`config.mk`:
```
export PLATFORM = sky130hd
export DESIGN_NAME = hdlc_rx
export DESIGN_NICKNAME = d
export VERILOG_FILES = /design/src/rtl/hdlc_rx_pkg.sv /design/src/rtl/hdlc_rx_crc.sv /design/src/rtl/hdlc_rx_deframer.sv /design/src/rtl/hdlc_rx_fifo.sv /design/src/rtl/hdlc_rx.sv
export SDC_FILE = /design/constraint.sdc
export NUM_CORES = 1
export LEC_CHECK = 0
export BUFFER_PORTS_ARGS = -buffer_cell sky130_fd_sc_hd__buf_2
export CAP_MARGIN = 25
export CELL_PAD_IN_SITES_DETAIL_PLACEMENT = 0
export CELL_PAD_IN_SITES_GLOBAL_PLACEMENT = 2
export CORE_MARGIN = 1.5
export CORE_UTILIZATION = 45
export DETAILED_ROUTE_END_ITERATION = 10
export GPL_ROUTABILITY_DRIVEN = 1
export PLACE_DENSITY = 0.75
export RECOVER_POWER = 100
export SETUP_SLACK_MARGIN = 0.5
export SKIP_LAST_GASP = 1
export SLEW_MARGIN = 20
export SYNTH_ARGS = -nofsm -noshare
export SYNTH_HDL_FRONTEND = slang
export SYNTH_SLANG_ARGS = --single-unit
```
`constraint.sdc`:
```
create_clock -name clk -period 3.8 [get_ports clk]
set_clock_uncertainty 0.1 [all_clocks]
set_input_delay 0.38 -clock clk [delete_from_list [all_inputs] [get_ports clk]]
set_output_delay 0.38 -clock clk [all_outputs]
set_load 0.01 [all_outputs]
```
`src/rtl/hdlc_rx_pkg.sv`:
```
package hdlc_rx_pkg;

  typedef enum logic [1:0] {
    TAG_MID     = 2'b00,
    TAG_FIRST   = 2'b01,
    TAG_EOP_OK  = 2'b10,
    TAG_EOP_BAD = 2'b11
  } tag_e;

  typedef struct packed {
    tag_e       tag;
    logic [7:0] data;
  } entry_t;

  localparam logic [15:0] CRC_POLY_REFL = 16'h8408;
  localparam logic [15:0] CRC_INIT      = 16'hFFFF;
  localparam logic [15:0] CRC_RESIDUE   = 16'hF0B8;

endpackage

```
`src/rtl/hdlc_rx_crc.sv`:
```
module hdlc_rx_crc #(
  parameter int          W    = 16,
  parameter logic [15:0] POLY = hdlc_rx_pkg::CRC_POLY_REFL,
  parameter logic [15:0] INIT = hdlc_rx_pkg::CRC_INIT
) (
  input  logic         clk,
  input  logic         rst_n,
  input  logic         clr_i,
  input  logic         en_i,
  input  logic         bit_i,
  output logic [W-1:0] crc_o
);

  logic [W-1:0] crc_q;
  logic [W-1:0] crc_nx;

  always_comb begin
    crc_nx = {1'b0, crc_q[W-1:1]};
    if (crc_q[0] ^ bit_i) crc_nx = crc_nx ^ POLY[W-1:0];
  end

  always_ff @(posedge clk) begin
    if (!rst_n)      crc_q <= INIT[W-1:0];
    else if (clr_i)  crc_q <= INIT[W-1:0];
    else if (en_i)   crc_q <= crc_nx;
  end

  assign crc_o = crc_q;

endmodule

```
`src/rtl/hdlc_rx_deframer.sv`:
```
module hdlc_rx_deframer
  import hdlc_rx_pkg::*;
#(
  parameter int FCS_W    = 16,
  parameter int MIN_BITS = 32
) (
  input  logic             clk,
  input  logic             rst_n,
  input  logic             rx_en_i,
  input  logic             bit_valid_i,
  input  logic             bit_i,
  output logic             wr_o,
  output entry_t           wr_ent_o,
  output logic             sof_o,
  output logic [FCS_W-1:0] fcs_o
);

  localparam int BYTE_W = 8;
  localparam int DLY    = 6;                        // flag bits accepted before detection
  localparam int WIN    = BYTE_W + FCS_W + DLY;     // bits seen before a byte is known data
  localparam int SR_W   = WIN - 1;
  localparam int CNT_W  = $clog2(MIN_BITS + DLY + 1);
  localparam logic [CNT_W-1:0] CNT_MAX   = {CNT_W{1'b1}};
  localparam logic [CNT_W-1:0] EMIT_MIN  = CNT_W'(WIN);
  localparam logic [CNT_W-1:0] CLOSE_MIN = CNT_W'(MIN_BITS + DLY);
  localparam logic [CNT_W-1:0] FCS_MIN   = CNT_W'(FCS_W + DLY);
  localparam logic [CNT_W-1:0] DLY_C     = CNT_W'(DLY);
  localparam logic [2:0]       EMIT_PH   = 3'(WIN % BYTE_W);
  localparam logic [2:0]       ALIGN_PH  = 3'(DLY % BYTE_W);

  logic [2:0]       ones_q;
  logic             in_frame_q, started_q, held_v_q, held_first_q;
  logic [7:0]       held_q;
  logic [SR_W-1:0]  sr_q;
  logic [CNT_W-1:0] cnt_q;
  logic [2:0]       ph_q;
  logic [FCS_W-1:0] fcs_q;
  logic             wr_q, sof_q;
  entry_t           wr_ent_q;

  logic             active, step, is_flag, is_stuff, is_abort, accept, close, emit, frame_ok;
  logic [CNT_W-1:0] cnt_nx;
  logic [2:0]       ph_nx;
  logic [7:0]       new_byte;
  logic [15:0]      crc_w;

  assign active   = rx_en_i | started_q;
  assign step     = bit_valid_i & active;
  assign is_flag  = step & ~bit_i & (ones_q == 3'd6);
  assign is_stuff = step & ~bit_i & (ones_q == 3'd5);
  assign is_abort = step &  bit_i & (ones_q == 3'd6);
  assign accept   = step & in_frame_q & ~is_flag & ~is_stuff & ~(bit_i & (ones_q >= 3'd5));
  assign close    = is_flag & in_frame_q;
  assign cnt_nx   = (cnt_q == CNT_MAX) ? cnt_q : cnt_q + 1'b1;
  assign ph_nx    = ph_q + 3'd1;
  assign emit     = accept & (cnt_nx >= EMIT_MIN) & (ph_nx == EMIT_PH);
  assign frame_ok = (cnt_q >= CLOSE_MIN) & (ph_q == ALIGN_PH) & (crc_w == CRC_RESIDUE);

  always_comb begin
    for (int i = 0; i < BYTE_W; i++) new_byte[i] = sr_q[SR_W-1-i];
  end

  hdlc_rx_crc #(.W(16)) u_crc (
    .clk   (clk),
    .rst_n (rst_n),
    .clr_i (is_flag | is_abort | ~active),
    .en_i  (accept & (cnt_q >= DLY_C)),
    .bit_i (sr_q[DLY-1]),
    .crc_o (crc_w)
  );

  always_ff @(posedge clk) begin
    if (!rst_n) begin
      ones_q <= '0; in_frame_q <= 1'b0; started_q <= 1'b0;
      held_v_q <= 1'b0; held_first_q <= 1'b0; held_q <= '0;
      sr_q <= '0; cnt_q <= '0; ph_q <= '0; fcs_q <= '0;
      wr_q <= 1'b0; sof_q <= 1'b0; wr_ent_q <= '0;
    end else begin
      wr_q  <= 1'b0;
      sof_q <= 1'b0;
      if (!active) begin
        ones_q <= '0; in_frame_q <= 1'b0; cnt_q <= '0; ph_q <= '0; held_v_q <= 1'b0;
      end else if (bit_valid_i) begin
        ones_q <= bit_i ? ((ones_q == 3'd7) ? ones_q : ones_q + 3'd1) : 3'd0;
        if (is_flag || is_abort) begin
          if (in_frame_q && held_v_q) begin
            wr_q          <= 1'b1;
            wr_ent_q.data <= held_q;
            wr_ent_q.tag  <= (is_flag && frame_ok) ? TAG_EOP_OK : TAG_EOP_BAD;
          end
          if (close && (cnt_q >= FCS_MIN)) fcs_q <= sr_q[FCS_W+DLY-1:DLY];
          in_frame_q <= is_flag & rx_en_i;
          sof_q      <= is_flag & rx_en_i;
          cnt_q <= '0; ph_q <= '0; held_v_q <= 1'b0; started_q <= 1'b0;
        end else if (accept) begin
          sr_q  <= {sr_q[SR_W-2:0], bit_i};
          cnt_q <= cnt_nx;
          ph_q  <= ph_nx;
          if (emit) begin
            if (held_v_q) begin
              wr_q          <= 1'b1;
              wr_ent_q.data <= held_q;
              wr_ent_q.tag  <= held_first_q ? TAG_FIRST : TAG_MID;
            end
            held_q       <= new_byte;
            held_v_q     <= 1'b1;
            held_first_q <= ~started_q;
            started_q    <= 1'b1;
          end
        end
      end
    end
  end

  assign wr_o     = wr_q;
  assign wr_ent_o = wr_ent_q;
  assign sof_o    = sof_q;
  assign fcs_o    = fcs_q;

  // the captured FCS moves only on a closing flag
  a_r8_fcs_hold: assert property (@(posedge clk) disable iff (!rst_n)
    !close |=> $stable(fcs_q));
  // an end byte leaves no packet open behind it
  a_r3_eop_ends_pkt: assert property (@(posedge clk) disable iff (!rst_n)
    (wr_q && wr_ent_q.tag[1]) |-> (!started_q && !held_v_q));
  // a first or middle byte always has a successor pending
  a_r3_mid_has_next: assert property (@(posedge clk) disable iff (!rst_n)
    (wr_q && !wr_ent_q.tag[1]) |-> (started_q && held_v_q));
  // disabled with no byte produced means no open frame next cycle
  a_r11_idle_drop: assert property (@(posedge clk) disable iff (!rst_n)
    (!rx_en_i && !started_q) |=> !in_frame_q);

endmodule

```
`src/rtl/hdlc_rx_fifo.sv`:
```
module hdlc_rx_fifo
  import hdlc_rx_pkg::*;
#(
  parameter int DEPTH = 16
) (
  input  logic   clk,
  input  logic   rst_n,
  input  logic   wr_i,
  input  entry_t wr_ent_i,
  input  logic   sof_i,
  output logic   wr_ok_o,
  output logic   rd_valid_o,
  input  logic   rd_ready_i,
  output entry_t rd_ent_o
);

  localparam int AW = (DEPTH > 1) ? $clog2(DEPTH) : 1;
  localparam int CW = $clog2(DEPTH + 1);
  localparam logic [AW-1:0] LAST = AW'(DEPTH - 1);
  localparam logic [CW-1:0] FULL = CW'(DEPTH);

  entry_t        mem_q [DEPTH];
  logic [AW-1:0] wp_q, rp_q;
  logic [CW-1:0] count_q;
  logic          lock_q;
  logic          full_w, push_w, pop_w;

  assign full_w     = (count_q == FULL);
  assign push_w     = wr_i & ~lock_q & ~full_w;
  assign pop_w      = rd_valid_o & rd_ready_i;
  assign rd_valid_o = (count_q != '0);
  assign rd_ent_o   = mem_q[rp_q];
  assign wr_ok_o    = push_w;

  always_ff @(posedge clk) begin
    if (push_w) mem_q[wp_q] <= wr_ent_i;
  end

  always_ff @(posedge clk) begin
    if (!rst_n) begin
      wp_q <= '0; rp_q <= '0; count_q <= '0; lock_q <= 1'b0;
    end else begin
      if (push_w) wp_q <= (wp_q == LAST) ? '0 : wp_q + 1'b1;
      if (pop_w)  rp_q <= (rp_q == LAST) ? '0 : rp_q + 1'b1;
      case ({push_w, pop_w})
        2'b10:   count_q <= count_q + 1'b1;
        2'b01:   count_q <= count_q - 1'b1;
        default: count_q <= count_q;
      endcase
      if (sof_i)              lock_q <= 1'b0;
      else if (wr_i && full_w) lock_q <= 1'b1;
    end
  end

  // a full queue with no pop stays full
  a_r9_full_holds: assert property (@(posedge clk) disable iff (!rst_n)
    (full_w && !pop_w) |=> (count_q == FULL));
  // while frozen, no entry is added
  a_r9_lock_freeze: assert property (@(posedge clk) disable iff (!rst_n)
    (lock_q && !sof_i && !pop_w) |=> $stable(count_q));
  // a stalled head entry does not change
  a_r12_stall_hold: assert property (@(posedge clk) disable iff (!rst_n)
    (rd_valid_o && !rd_ready_i) |=> (rd_valid_o && $stable(rd_ent_o)));

endmodule

```
`src/rtl/hdlc_rx.sv`:
```
module hdlc_rx
  import hdlc_rx_pkg::*;
#(
  parameter int DEPTH    = 16,
  parameter int FCS_W    = 16,
  parameter int MIN_BITS = 32
) (
  input  logic             clk,
  input  logic             rst_n,
  input  logic             rx_en,
  input  logic             bit_valid,
  input  logic             bit_in,
  output logic             out_valid,
  input  logic             out_ready,
  output logic [7:0]       out_data,
  output logic [1:0]       out_tag,
  output logic [FCS_W-1:0] rx_fcs,
  output logic             irq_eop_wr,
  output logic             irq_eop_rd
);

  logic   wr_w, sof_w, wr_ok_w;
  entry_t wr_ent_w, head_w;
  logic   eopd_q;

  hdlc_rx_deframer #(.FCS_W(FCS_W), .MIN_BITS(MIN_BITS)) u_deframer (
    .clk         (clk),
    .rst_n       (rst_n),
    .rx_en_i     (rx_en),
    .bit_valid_i (bit_valid),
    .bit_i       (bit_in),
    .wr_o        (wr_w),
    .wr_ent_o    (wr_ent_w),
    .sof_o       (sof_w),
    .fcs_o       (rx_fcs)
  );

  hdlc_rx_fifo #(.DEPTH(DEPTH)) u_fifo (
    .clk        (clk),
    .rst_n      (rst_n),
    .wr_i       (wr_w),
    .wr_ent_i   (wr_ent_w),
    .sof_i      (sof_w),
    .wr_ok_o    (wr_ok_w),
    .rd_valid_o (out_valid),
    .rd_ready_i (out_ready),
    .rd_ent_o   (head_w)
  );

  always_ff @(posedge clk) begin
    if (!rst_n) eopd_q <= 1'b0;
    else        eopd_q <= wr_ok_w & wr_ent_w.tag[1];
  end

  assign out_data   = head_w.data;
  assign out_tag    = head_w.tag;
  assign irq_eop_wr = eopd_q;
  assign irq_eop_rd = out_valid & head_w.tag[1];

  // a just-written end byte is in the queue
  a_r10_eopd_visible: assert property (@(posedge clk) disable iff (!rst_n)
    irq_eop_wr |-> out_valid);
  // the write interrupt is a single-cycle pulse
  a_r10_eopd_pulse: assert property (@(posedge clk) disable iff (!rst_n)
    irq_eop_wr |=> (!irq_eop_wr || $past(wr_ok_w)));

endmodule

```
# After elaboration in Yosys (flattened, before gate mapping)
# Memories as Yosys holds them, arrays and structs flattened. A register that Yosys moved wholly into a read port is not among the register bits.
# Index checks and enable logic that the tools add are counted.
[word_totals] regBits=112 ramBits=160 word_cells=139 mem_count=1
[classes] addsub=7 order_cmp=5 n_eq_ne=14 mux=30 bitwise_logic=38 n_reduce_logical=24
[mem_list] memory="u_fifo.mem_q" depth=16 word_bits=10 read_ports=1 rd_ports_with_merged_regs=1 write_ports=1 line="hdlc_rx_fifo.sv:22" source="entry_t mem_q [DEPTH];"
[op_table] op="$mux 10" n=5
[op_table] op="$and 1x1->1" n=23
[op_table] op="$mux 6" n=3
[op_table] op="$eq 16x16->1 const B" n=1
[op_table] op="$mux 16" n=1
[op_table] op="$mux 4" n=4
[op_table] op="$reduce_and 4->1" n=4
[op_table] op="$eq 3x3->1 const B" n=5
[op_table] op="$ge 6x5->1 const B" n=2
[op_table] op="$mux 1" n=12
[op_table] op="$mux 3" n=4
[op_table] op="$not 1->1" n=10
[op_table] op="$pmux 5 s2" n=1
[op_table] op="$add 4x1->4 const B" n=2
[op_table] op="$eq 4x4->1 const B" n=2
[op_table] op="$reduce_and 2->1" n=4
[op_table] op="$reduce_bool 2->1" n=4
[op_table] op="$add 3x1->3 const B" n=2
[op_table] op="$add 6x1->6 const B" n=1
[op_table] op="$eq 6x6->1 const B" n=1
[op_table] op="$ge 6x3->1 const B" n=1
[op_table] op="$ge 6x6->1 const B" n=1
[op_table] op="$reduce_and 3->1" n=2
[op_table] op="$reduce_and 6->1" n=1
[op_table] op="15 further kinds" n=22

# Logic depth before layout (Yosys ltp)
# Gate-level depths: netlist of run 1.
[depth] word_depth=13 depth_mapped=12

# Cells and area by module
# A second synthesis of run 1 with hierarchy kept.
[unflattened] hier_cells=858 area_unflattened_um2=11437.2
[modules_own_cells] mod="hdlc_rx_fifo" n_inst=1 cells_per_inst=378 area_per_inst_um2=7101.8 seq_area_each_um2=5165.0
[modules_own_cells] mod="hdlc_rx_deframer" n_inst=1 cells_per_inst=407 area_per_inst_um2=3574.7 seq_area_each_um2=1621.6
[modules_own_cells] mod="hdlc_rx_crc" n_inst=1 cells_per_inst=70 area_per_inst_um2=728.2 seq_area_each_um2=320.3
[modules_own_cells] mod="hdlc_rx" n_inst=1 cells_per_inst=3 area_per_inst_um2=32.5 seq_area_each_um2=20.0

# Worst setup path before layout of run 1
# OpenSTA, ideal clock, no wires.
[synth_timing] kind="reg-to-reg" from="register u_fifo.count_q[0]" to="register u_fifo.count_q[4]" setup_time_ns=0.070 arrival_ns=2.710 t_required_ns=3.630 path_slack_ns=0.920 path_stages_with_launch=12 path_buffers=0 synth_period_minus_slack_ns=2.880 path_cell_list="dfxtp_1 nor4_1 nand2b_1 nand2_1 inv_1 ha_1 fa_1 a21o_1 a21oi_1 xor2_1 or3_1 a21oi_1"
[synth_lines] element="start, declared" line="hdlc_rx_fifo.sv:24" source="logic [CW-1:0] count_q;"
[synth_lines] element="start signal, assigned" line="hdlc_rx_fifo.sv:46" source="2'b10: count_q <= count_q + 1'b1;"
[synth_lines] element="start signal, assigned" line="hdlc_rx_fifo.sv:47" source="2'b01: count_q <= count_q - 1'b1;"
[synth_lines] element="start signal, assigned" line="hdlc_rx_fifo.sv:48" source="default: count_q <= count_q;"
[synth_lines] element="$reduce_bool 5->1 *" line="hdlc_rx_fifo.sv:31" source="assign rd_valid_o = (count_q != '0);"
[synth_lines] element="named net out_valid" line="hdlc_rx.sv:13" source="output logic out_valid,"
[synth_lines] element="$and 1x1->1 *" line="hdlc_rx_fifo.sv:30" source="assign pop_w = rd_valid_o & rd_ready_i;"
[synth_lines] element="$eq 2x1->1 or $eq 2x2->1 (tied branches)" line="hdlc_rx_fifo.sv:45" source="case ({push_w, pop_w})"
[synth_lines] element="$pmux 5 s2 or $reduce_bool 2->1 (tied branches)"
# The timed path passes the listed nets; every way through them passes the cells marked *.
# A chain may end at the register's enable or synchronous reset.

==> results_dict.tcl, run 1 <==
set metrics [dict create \
    yosys.area.top_type "edfxtp_1" \
    reg2reg_depth 11 \
    initial_core_util_pct 45.7 \
    core-area_um2 24200 \
    hold_violations 0 \
    grt_antenna_before_repair 0 \
    rsz0062_at_grt "yes" \
    combPwrFrac_pct 0.6 \
    syn-cell-area_um2 11000 \
    synthesis.nets 822 \
    nets 868 \
    yosysSeqAreaShare_pct 64.6 \
    ys_warn_count 0 \
    synthCells 796 \
    die_area_um2 25500 \
    io_pins 35 \
    critical_path_peak_fanout 18 \
    r2r_slack_ps 530 \
    rr_endpoint "u_fifo.count_q[4]$_SDFFE_PN0P_" \
    synth.most_common_cell "edfxtp_1" \
    clkPwrFrac_pct 48.0 \
    slowest_delay_ps 690 \
    min_period_over_period_pct 89.5 \
    clock_sinks 276 \
    cts_setup_buffers 0 \
    ant_nets 0 \
    fin_crit_ps 3400 \
    avgSynthCellArea_um2 13.9 \
    yosys_register_bits 276 \
    io_buffer_count 34 \
    power_mw 6.09 \
    setup_viol 0 \
    synth_edf_count 160 \
    cts_tree "yes" \
    status "complete, but fails checks" \
    endpoint_kind "output pin" \
    cts-root-buf "clkbuf_16" \
    numCtsBuffers 29 \
    rows 57 \
    vias 6317 \
    insertedDiodeCount 0 \
    synthArstFlopShare_pct 0 \
    drive_gt1_share_pct 10.9 \
    drt_first_iter_violations 395 \
    timing.rr.start "u_fifo.count_q[0]$_SDFFE_PN0P_" \
    h-tree-depth 1 \
    path_cells "buf_4 > mux4_1 > mux4_2 > clkbuf_1" \
    cts_max_path_buffers 3 \
    pwr_density_cell_nw_per_um2 489 \
    hold_path_startpoint "bit_in" \
    synthTopCellsByArea "edfxtp_1 44%, dfxtp_1 21%, mux4_2 5.5%" \
    die_h_um 160 \
    syn_to_final_growth_pct 12.8 \
    worstSkewPairLatency_ps 540 \
    worstPathArrival_ps 2920 \
    firstDrtPassIters 4 \
    grt.overflow.total 0 \
    startpoint_type "flip-flop" \
    place.gp.congestion 0.751 \
    crit_slowest_cell "dfxtp_1" \
    p_leak_nw 3.85 \
    wl_per_cell_um 17.8 \
    wl_mm 21.2 \
    ir_drop_mv 0.348 \
    yosysUniqueCellTypes 54 \
    drc_errors 0 \
    grt.total_usage_pct 16.9 \
    grt_first_pass_wirelength_mm 34.1 \
    drv_cap 1 \
    min_delay_path_depth 3 \
    max_clock_freq_mhz 294 \
    viasPerCell 5.31 \
    cts.reportedPaths.clkPinSlew_ps 60 \
    min_to "u_deframer.sr_q[0]$_SDFFE_PN0P_" \
    internal_power_mw 4.96 \
    dp.final_hpwl_mm 13.5 \
    grt_max_degree 61 \
    slew_headroom_pct -5.70 \
    yosysTopAreaCellShare_pct 43.5 \
    swShare_pct 18.6 \
    critPathRequiredTime_ps 3320 \
    ys.flop_type "edfxtp_1" \
    drv_slew 20 \
    synth_common_cells "160 x edfxtp_1, 120 x nand2_1, 116 x dfxtp_1" \
    p_switching_mw 1.13 \
    tightest_slew_ps 1580 \
    die_w_um 160 \
    hp-class "input pin to flip-flop" \
    final.setup.tns_ps 0 \
    grt_pass1_vias 6300 \
    critPathKind "flip-flop to output pin" \
    violations "capacitance limit, slew limit" \
    seq_power_share_pct 51.4 \
]
[per-stage QoR]
| step | hold WS [ps] | std cells | util, % | setup slack, ps | cell area (µm²) |
|---|---|---|---|---|---|
| finish | 98.7 | 1189 | 51.5 | 400 | 12500 |
| global route | 101 | 1189 | 51.5 | 270 | 12500 |
| CTS | 77.7 | 1185 | 51.8 | 541 | 12500 |
| detailed placement | 350 | 1131 | 47.6 | 583 | 11500 |
| global placement | 338 | 1131 | 47.6 | 669 | 11500 |
| floorplan | 273 | 796 | - | 920 | 11000 |
[layer usage]
| metal | vias up | track usage [%] | routed length, µm |
|---|---|---|---|
| met5 | - | 0 | 0 |
| met4 | 0 | 5.02 | 436 |
| met3 | 30 | 2.49 | 713 |
| met2 | 100 | 29.3 | 10600 |
| met1 | 3144 | 21.9 | 9440 |
| li1 | 3043 | - | - |
[flip-flops by register name, indices dropped and copies added (netlist names), named ones only]
register / cells
u_deframer.wr_o: 1
u_deframer.held_q: 8
u_fifo.count_q: 5
u_fifo.wp_q: 4
u_fifo.mem_q: 160
u_fifo.rp_q: 4
u_deframer.fcs_o: 16
u_deframer.ph_q: 3
u_deframer.in_frame_q: 1
u_deframer.wr_ent_o: 10
u_deframer.held_first_q: 1
u_fifo.lock_q: 1
u_deframer.started_q: 1
u_deframer.ones_q: 3
u_deframer.held_v_q: 1
irq_eop_wr: 1
u_deframer.cnt_q: 6
u_deframer.u_crc.crc_o: 16
u_deframer.sr_q: 29
u_deframer.sof_o: 1
[critical path: cells and delay by family (launching register included)]
kind,cells,cell delay (ps)
buffers and inverters,2,570
multiplexers,2,1100
flip-flops,1,690
[cell usage in the layout, fill, tap and decap left out, types with 9 or more instances in the layout]
| master | synthesis | layout |
|---|---|---|
| mux2i_1 | 39 | 39 |
| nor3_1 | 11 | 11 |
| buf_2 | 12 | 9 |
| clkbuf_16 | 0 | 29 |
| nor2_1 | 56 | 57 |
| nand3_1 | 12 | 12 |
| mux4_2 | 27 | 27 |
| a21oi_1 | 58 | 58 |
| ha_1 | 19 | 19 |
| inv_1 | 13 | 13 |
| edfxtp_1 | 160 | 160 |
| xor2_1 | 10 | 10 |
| nand2_1 | 120 | 120 |
| clkbuf_1 | 22 | 47 |
| o21ai_0 | 23 | 24 |
| mux4_1 | 23 | 23 |
| dfxtp_1 | 116 | 116 |
| nand2b_1 | 9 | 9 |
[cells by family (layout without fill, tap and decap cells)]
family	count (synthesis)	in the layout	synth area share (%)
AO/OA/AOI/OAI	108	108	5.59
XOR/XNOR	12	12	0.952
adder cells (fa/ha/maj)	20	20	2.34
flip-flops	276	276	64.6
multiplexers	89	89	14.5
buffers and inverters	57	126	2.75
AND/OR/NAND/NOR	234	234	9.28
[timing repair]
item,4_1_cts,5_1_grt
hold buffers,0,0
resized for setup,0,2
endpoints found under the setup margin,0,4
[worst max-delay path by stage]
stage,end,slack (ps),depth (start not counted)
floorplan,u_fifo.count_q[4]$_SDFFE_PN0P_,920,11
global placement,u_fifo.count_q[4]$_SDFFE_PN0P_,670,11
detailed placement,u_fifo.count_q[4]$_SDFFE_PN0P_,580,11
CTS,out_data[2],540,4
global route,out_data[0],270,4
finish,out_data[4],400,4
[power groups by stage]
stage | registers [mW] | logic, mW | clock network [mW]
floorplan | 3.19 | 0.0244 | 0
global placement | 3.19 | 0.0334 | 0
detailed placement | 3.19 | 0.0338 | 0
CTS | 3.13 | 0.0339 | 3.00
global route | 3.13 | 0.0406 | 3.12
finish | 3.13 | 0.0364 | 2.92
[final cells by class]
class / instances / area, µm²
clock buffers: 39 / 803
clock inverters: 15 / 205
fillers: 2070 / 11700
inverters: 14 / 52.6
multi-input cells: 463 / 3590
flip-flops and latches: 276 / 7130
well taps: 324 / 405
repair buffers: 58 / 273
Note: power is estimated with default switching activity, not from simulation.
==> inputs of run 2 (changes only) <==
--- a/config.mk
+++ b/config.mk
@@ -13,9 +13,8 @@
 export CORE_UTILIZATION = 45
 export DETAILED_ROUTE_END_ITERATION = 10
 export GPL_ROUTABILITY_DRIVEN = 1
-export PLACE_DENSITY = 0.75
+export PLACE_DENSITY_LB_ADDON = 0.1
 export RECOVER_POWER = 100
-export SETUP_SLACK_MARGIN = 0.5
 export SKIP_LAST_GASP = 1
 export SLEW_MARGIN = 20
 export SYNTH_ARGS = -nofsm -noshare
==> results_dict.tcl, run 2 (synthesis results as in run 1) <==
set metrics [dict create \
    io_pins 35 \
    grt_first_pass_wirelength_mm 33.4 \
    vias 6209 \
    status "complete, but fails checks" \
    p_switching_mw 1.11 \
    hold_violations 0 \
    firstDrtPassIters 5 \
    nets 865 \
    drt_first_iter_violations 318 \
    setup_viol 0 \
    max_clock_freq_mhz 293 \
    worstPathArrival_ps 2940 \
    drv_slew 92 \
    final.setup.tns_ps 0 \
    swShare_pct 19.2 \
    insertedDiodeCount 0 \
    startpoint_type "flip-flop" \
    wl_per_cell_um 17.3 \
    rows 57 \
    combPwrFrac_pct 0.7 \
    mostFrequentLayoutCells "160 x edfxtp_1, 120 x nand2_1, 115 x dfxtp_1" \
    hp-class "input pin to flip-flop" \
    cts-root-buf "clkbuf_16" \
    grt_pass1_vias 6324 \
    largest_register_ffs 160 \
    grt_max_degree 61 \
    die_w_um 160 \
    initial_core_util_pct 45.7 \
    critPathKind "flip-flop to output pin" \
    critPathRequiredTime_ps 3320 \
    pwr_density_cell_nw_per_um2 469 \
    postCtsHoldBufs 0 \
    drive_gt1_share_pct 9.78 \
    drv_cap 3 \
    ir_drop_mv 0.252 \
    seq_power_share_pct 54.2 \
    internal_power_mw 4.67 \
    dp.final_hpwl_mm 13.3 \
    ant_nets 0 \
    grt.overflow.total 0 \
    rsz0062_at_grt "no" \
    h-tree-depth 1 \
    slew_headroom_pct -9.82 \
    cts_tree "yes" \
    endpoint_kind "output pin" \
    cts_setup_buffers 0 \
    p_leak_nw 3.77 \
    reg.largest.list "u_fifo.mem_q x160, u_deframer.sr_q x29" \
    io_buffer_count 34 \
    die_h_um 160 \
    clock_sinks 276 \
    grt.total_usage_pct 16.3 \
    numCtsBuffers 29 \
    wl_mm 20.4 \
    final_util_pct 50.9 \
    drc_errors 0 \
    die_area_um2 25500 \
    cts_resized 0 \
    critical_path_peak_fanout 33 \
    dp.cells 1130 \
    place.gp.congestion 0.720 \
    viasPerCell 5.25 \
    core-area_um2 24200 \
    top_register "u_fifo.mem_q" \
    cts.reportedPaths.clkPinSlew_ps 60 \
    syn_to_final_growth_pct 11.6 \
    final_common_cell "edfxtp_1" \
    fin_cells 1183 \
    tightest_slew_ps 1640 \
    grt_antenna_before_repair 0 \
    cts_max_path_buffers 3 \
    worstSkewPairLatency_ps 530 \
    fin_crit_ps 3420 \
    violations "capacitance limit, slew limit" \
    min_period_over_period_pct 89.9 \
    clkPwrFrac_pct 45.2 \
    fill_cells 2071 \
    fin_hold_ws_ps 98.0 \
]
-- run 2: path summary, 6_finish.rpt --
kind                                                     start                              end  slack [ps]  depth (start not counted)
worst max-delay path                                 flip-flop                      out_data[5]         380                          4
worst min-delay path                                    bit_in  u_deframer.sr_q[0]$_SDFFE_PN0P_         100                          3
worst min register to register     u_deframer.sof_o$_SDFF_PN0_       u_fifo.lock_q$_SDFFE_PP0P_         290                          1
worst max register to register  u_fifo.count_q[0]$_SDFFE_PN0P_   u_fifo.count_q[4]$_SDFFE_PN0P_         570                         11
-- run 2: through the flow --
| step | worst slack (ps) | power (mW) | cell area, µm² |
|---|---|---|---|
| 6_report | 384 | 5.78 | 12300 |
| 2_1_floorplan | 920 | 3.22 | 11000 |
| 3_5_place_dp | 595 | 3.23 | 11500 |
| 5_1_grt | 199 | 5.97 | 12300 |
| 4_1_cts | 462 | 5.84 | 12400 |
| 3_3_place_gp | 602 | 3.23 | 11500 |
-- run 2: critical path: stages (launching register included) --
cell,delay [ps]
dfxtp_1,560
clkbuf_2,760
mux4_1,460
mux4_2,480
buf_2,150
-- run 2: power by group through the flow --
stage          Sequential, mW  Clock (mW)  Combinational [mW]
6_report                 3.13        2.61              0.0386
5_1_grt                  3.13        2.80              0.0427
4_1_cts                  3.13        2.68              0.0354
3_5_place_dp             3.19           0              0.0354
3_3_place_gp             3.19           0              0.0351
2_1_floorplan            3.19           0              0.0244
-- run 2: routing by layer --
layer  wire [µm]  global-route usage [%]  vias to the layer above
met5           0                       0                        -
met4         532                    5.36                        0
met3         756                    2.73                       30
met2       10000                    28.4                      104
met1        9150                    20.9                     3043
li1            -                       -                     3032
-- run 2: area by class of cell --
| type | count | area, µm² | area share, % |
|---|---|---|---|
| Sequential cell | 276 | 7130 | 57.9 |
| Multi-Input combinational cell | 463 | 3590 | 29.1 |
| Clock buffer | 38 | 759 | 6.17 |
| Tap cell | 324 | 405 | 3.29 |
| Timing Repair Buffer | 55 | 268 | 2.17 |
| Clock inverter | 13 | 114 | 0.925 |
| Inverter | 14 | 52.6 | 0.427 |
==> inputs of run 3 (changes only) <==
--- a/config.mk
+++ b/config.mk
@@ -10,7 +10,8 @@
 export CELL_PAD_IN_SITES_DETAIL_PLACEMENT = 0
 export CELL_PAD_IN_SITES_GLOBAL_PLACEMENT = 2
 export CORE_MARGIN = 1.5
-export CORE_UTILIZATION = 45
+export CORE_UTILIZATION = 46
+export CTS_BUF_LIST = sky130_fd_sc_hd__clkbuf_4
 export DETAILED_ROUTE_END_ITERATION = 10
 export GPL_ROUTABILITY_DRIVEN = 1
 export PLACE_DENSITY_LB_ADDON = 0.1
==> results_dict.tcl, run 3 (synthesis results as in run 1) <==
set metrics [dict create \
    dp.final_hpwl_mm 13.3 \
    pwr_density_cell_nw_per_um2 473 \
    tightest_slew_ps 1790 \
    worstSkewPairLatency_ps 650 \
    reg2reg_depth 8 \
    mostFrequentLayoutCells "160 x edfxtp_1, 120 x nand2_1, 115 x dfxtp_1" \
    min_period_over_period_pct 90.3 \
    grt.overflow.total 0 \
    die_h_um 158 \
    cts_resized 0 \
    final.setup.tns_ps 0 \
    drc_errors 0 \
    fin_crit_ps 3430 \
    vias 6629 \
    hp-class "input pin to flip-flop" \
    top_register "u_fifo.mem_q" \
    drv_slew 71 \
    grt_first_pass_wirelength_mm 34.8 \
    cts_setup_buffers 0 \
    p_leak_nw 3.96 \
    largest_register_ffs 160 \
    rows 56 \
    viasPerCell 5.23 \
    max_clock_freq_mhz 291 \
    ant_nets 0 \
    hold_violations 0 \
    power_mw 5.92 \
    place.gp.congestion 0.743 \
    fin_ws_ps 367 \
    grt_antenna_before_repair 2 \
    cts-root-buf "clkbuf_4" \
    critPathKind "flip-flop to output pin" \
    syn_to_final_growth_pct 13.3 \
    die_w_um 158 \
    final_common_cell "edfxtp_1" \
    cts_tree "yes" \
    rsz0062_at_grt "no" \
    core-area_um2 23500 \
    post-place-ws_ps 599 \
    critPathRequiredTime_ps 3320 \
    firstDrtPassIters 4 \
    drv_cap 3 \
    nets 915 \
    h-tree-depth 3 \
    wl_per_cell_um 17.2 \
    drt_first_iter_violations 382 \
    ir_drop_mv 0.282 \
    drive_gt1_share_pct 16.9 \
    grt_pass1_vias 6774 \
    worstPathArrival_ps 2950 \
    critical_path_peak_fanout 21 \
    reg.largest.list "u_fifo.mem_q x160, u_deframer.sr_q x29" \
    setup_viol 0 \
    min_delay_path_depth 3 \
    wl_mm 21.8 \
    cts_max_path_buffers 3 \
    grt.total_usage_pct 18.3 \
    io_buffer_count 34 \
    numCtsBuffers 74 \
    grt_max_degree 61 \
    cts.reportedPaths.clkPinSlew_ps 60 \
    endpoint_kind "output pin" \
    violations "capacitance limit, slew limit" \
    status "complete, but fails checks" \
    fin_hold_ws_ps 185 \
    fill_cells 2087 \
    slew_headroom_pct -19.9 \
    startpoint_type "flip-flop" \
    die_area_um2 24900 \
    clock_sinks 276 \
    io_pins 35 \
    initial_core_util_pct 46.9 \
]
run 3: cell types whose count changed in the layout (fill, tap and decap cells not counted), moves of 2 or more:
cell	delta
clkbuf_1	-9
diode_2	+2
clkinv_1	+13
bufinv_16	+2
dlygate4sd3_1	+5
nor2_2	-2
clkinv_2	-4
clkbuf_4	+107
clkbuf_16	-29
nor2_1	+2
run 3: layout make-up:
cell class	count	area, µm²	area share [%]
flip-flops and latches	276	7130	57.0
multi-input cells	463	3580	28.6
clock buffers	107	803	6.42
well taps	319	399	3.19
repair buffers	60	320	2.56
clock inverters	26	216	1.73
inverters	14	52.6	0.420
diodes	2	5.00	0.0400
run 3: worst max-delay path, cell delays in order, from the launching register on:
cell	delay (ps)
dfxtp_2	810
mux4_1	680
mux4_2	530
and2_1	160
clkbuf_1	120
run 3: power breakdown:
group / switching [mW] / total [mW] / internal (mW) / leakage, nW
Combinational: 0.0288 / 0.0409 / 0.0121 / 1.16
Sequential: 0.000541 / 3.13 / 3.13 / 2.21
Clock: 1.18 / 2.75 / 1.57 / 0.599
run 3: through the flow:
step	area, µm²	instances	utilization, %
6_report	12500	1267	53.1
2_1_floorplan	11000	796	-
3_3_place_gp	11500	1126	48.9
4_1_cts	12600	1264	53.5
5_1_grt	12500	1266	53.1
3_5_place_dp	11500	1126	48.9
run 3: final timing paths:
| check | from | end | slack (ps) |
|---|---|---|---|
| setup / recovery | flip-flop | irq_eop_rd | 370 |
| hold reg to reg | u_deframer.sr_q[2]$_SDFFE_PN0P_ | u_deframer.sr_q[3]$_SDFFE_PN0P_ | 320 |
| hold / removal | rst_n | u_deframer.held_first_q$_SDFFE_PN0P_ | 180 |
| setup reg to reg | u_deframer.ones_q[0]$_SDFFE_PN0P_ | u_deframer.fcs_o[0]$_SDFFE_PN0P_ | 530 |
run 3: metal layers:
metal	vias to the layer above	GRT usage (%)	share of wire (%)
li1	3201	-	-
met1	3243	21.6	42
met2	142	31.9	51
met3	43	4.43	4.8
met4	0	8.18	2.4
met5	-	0	0
run 3: timing repair:
action                                 CTS  global route
setup endpoints to repair                0             0
hold buffers                             5             0
endpoints found under the hold margin    9             0
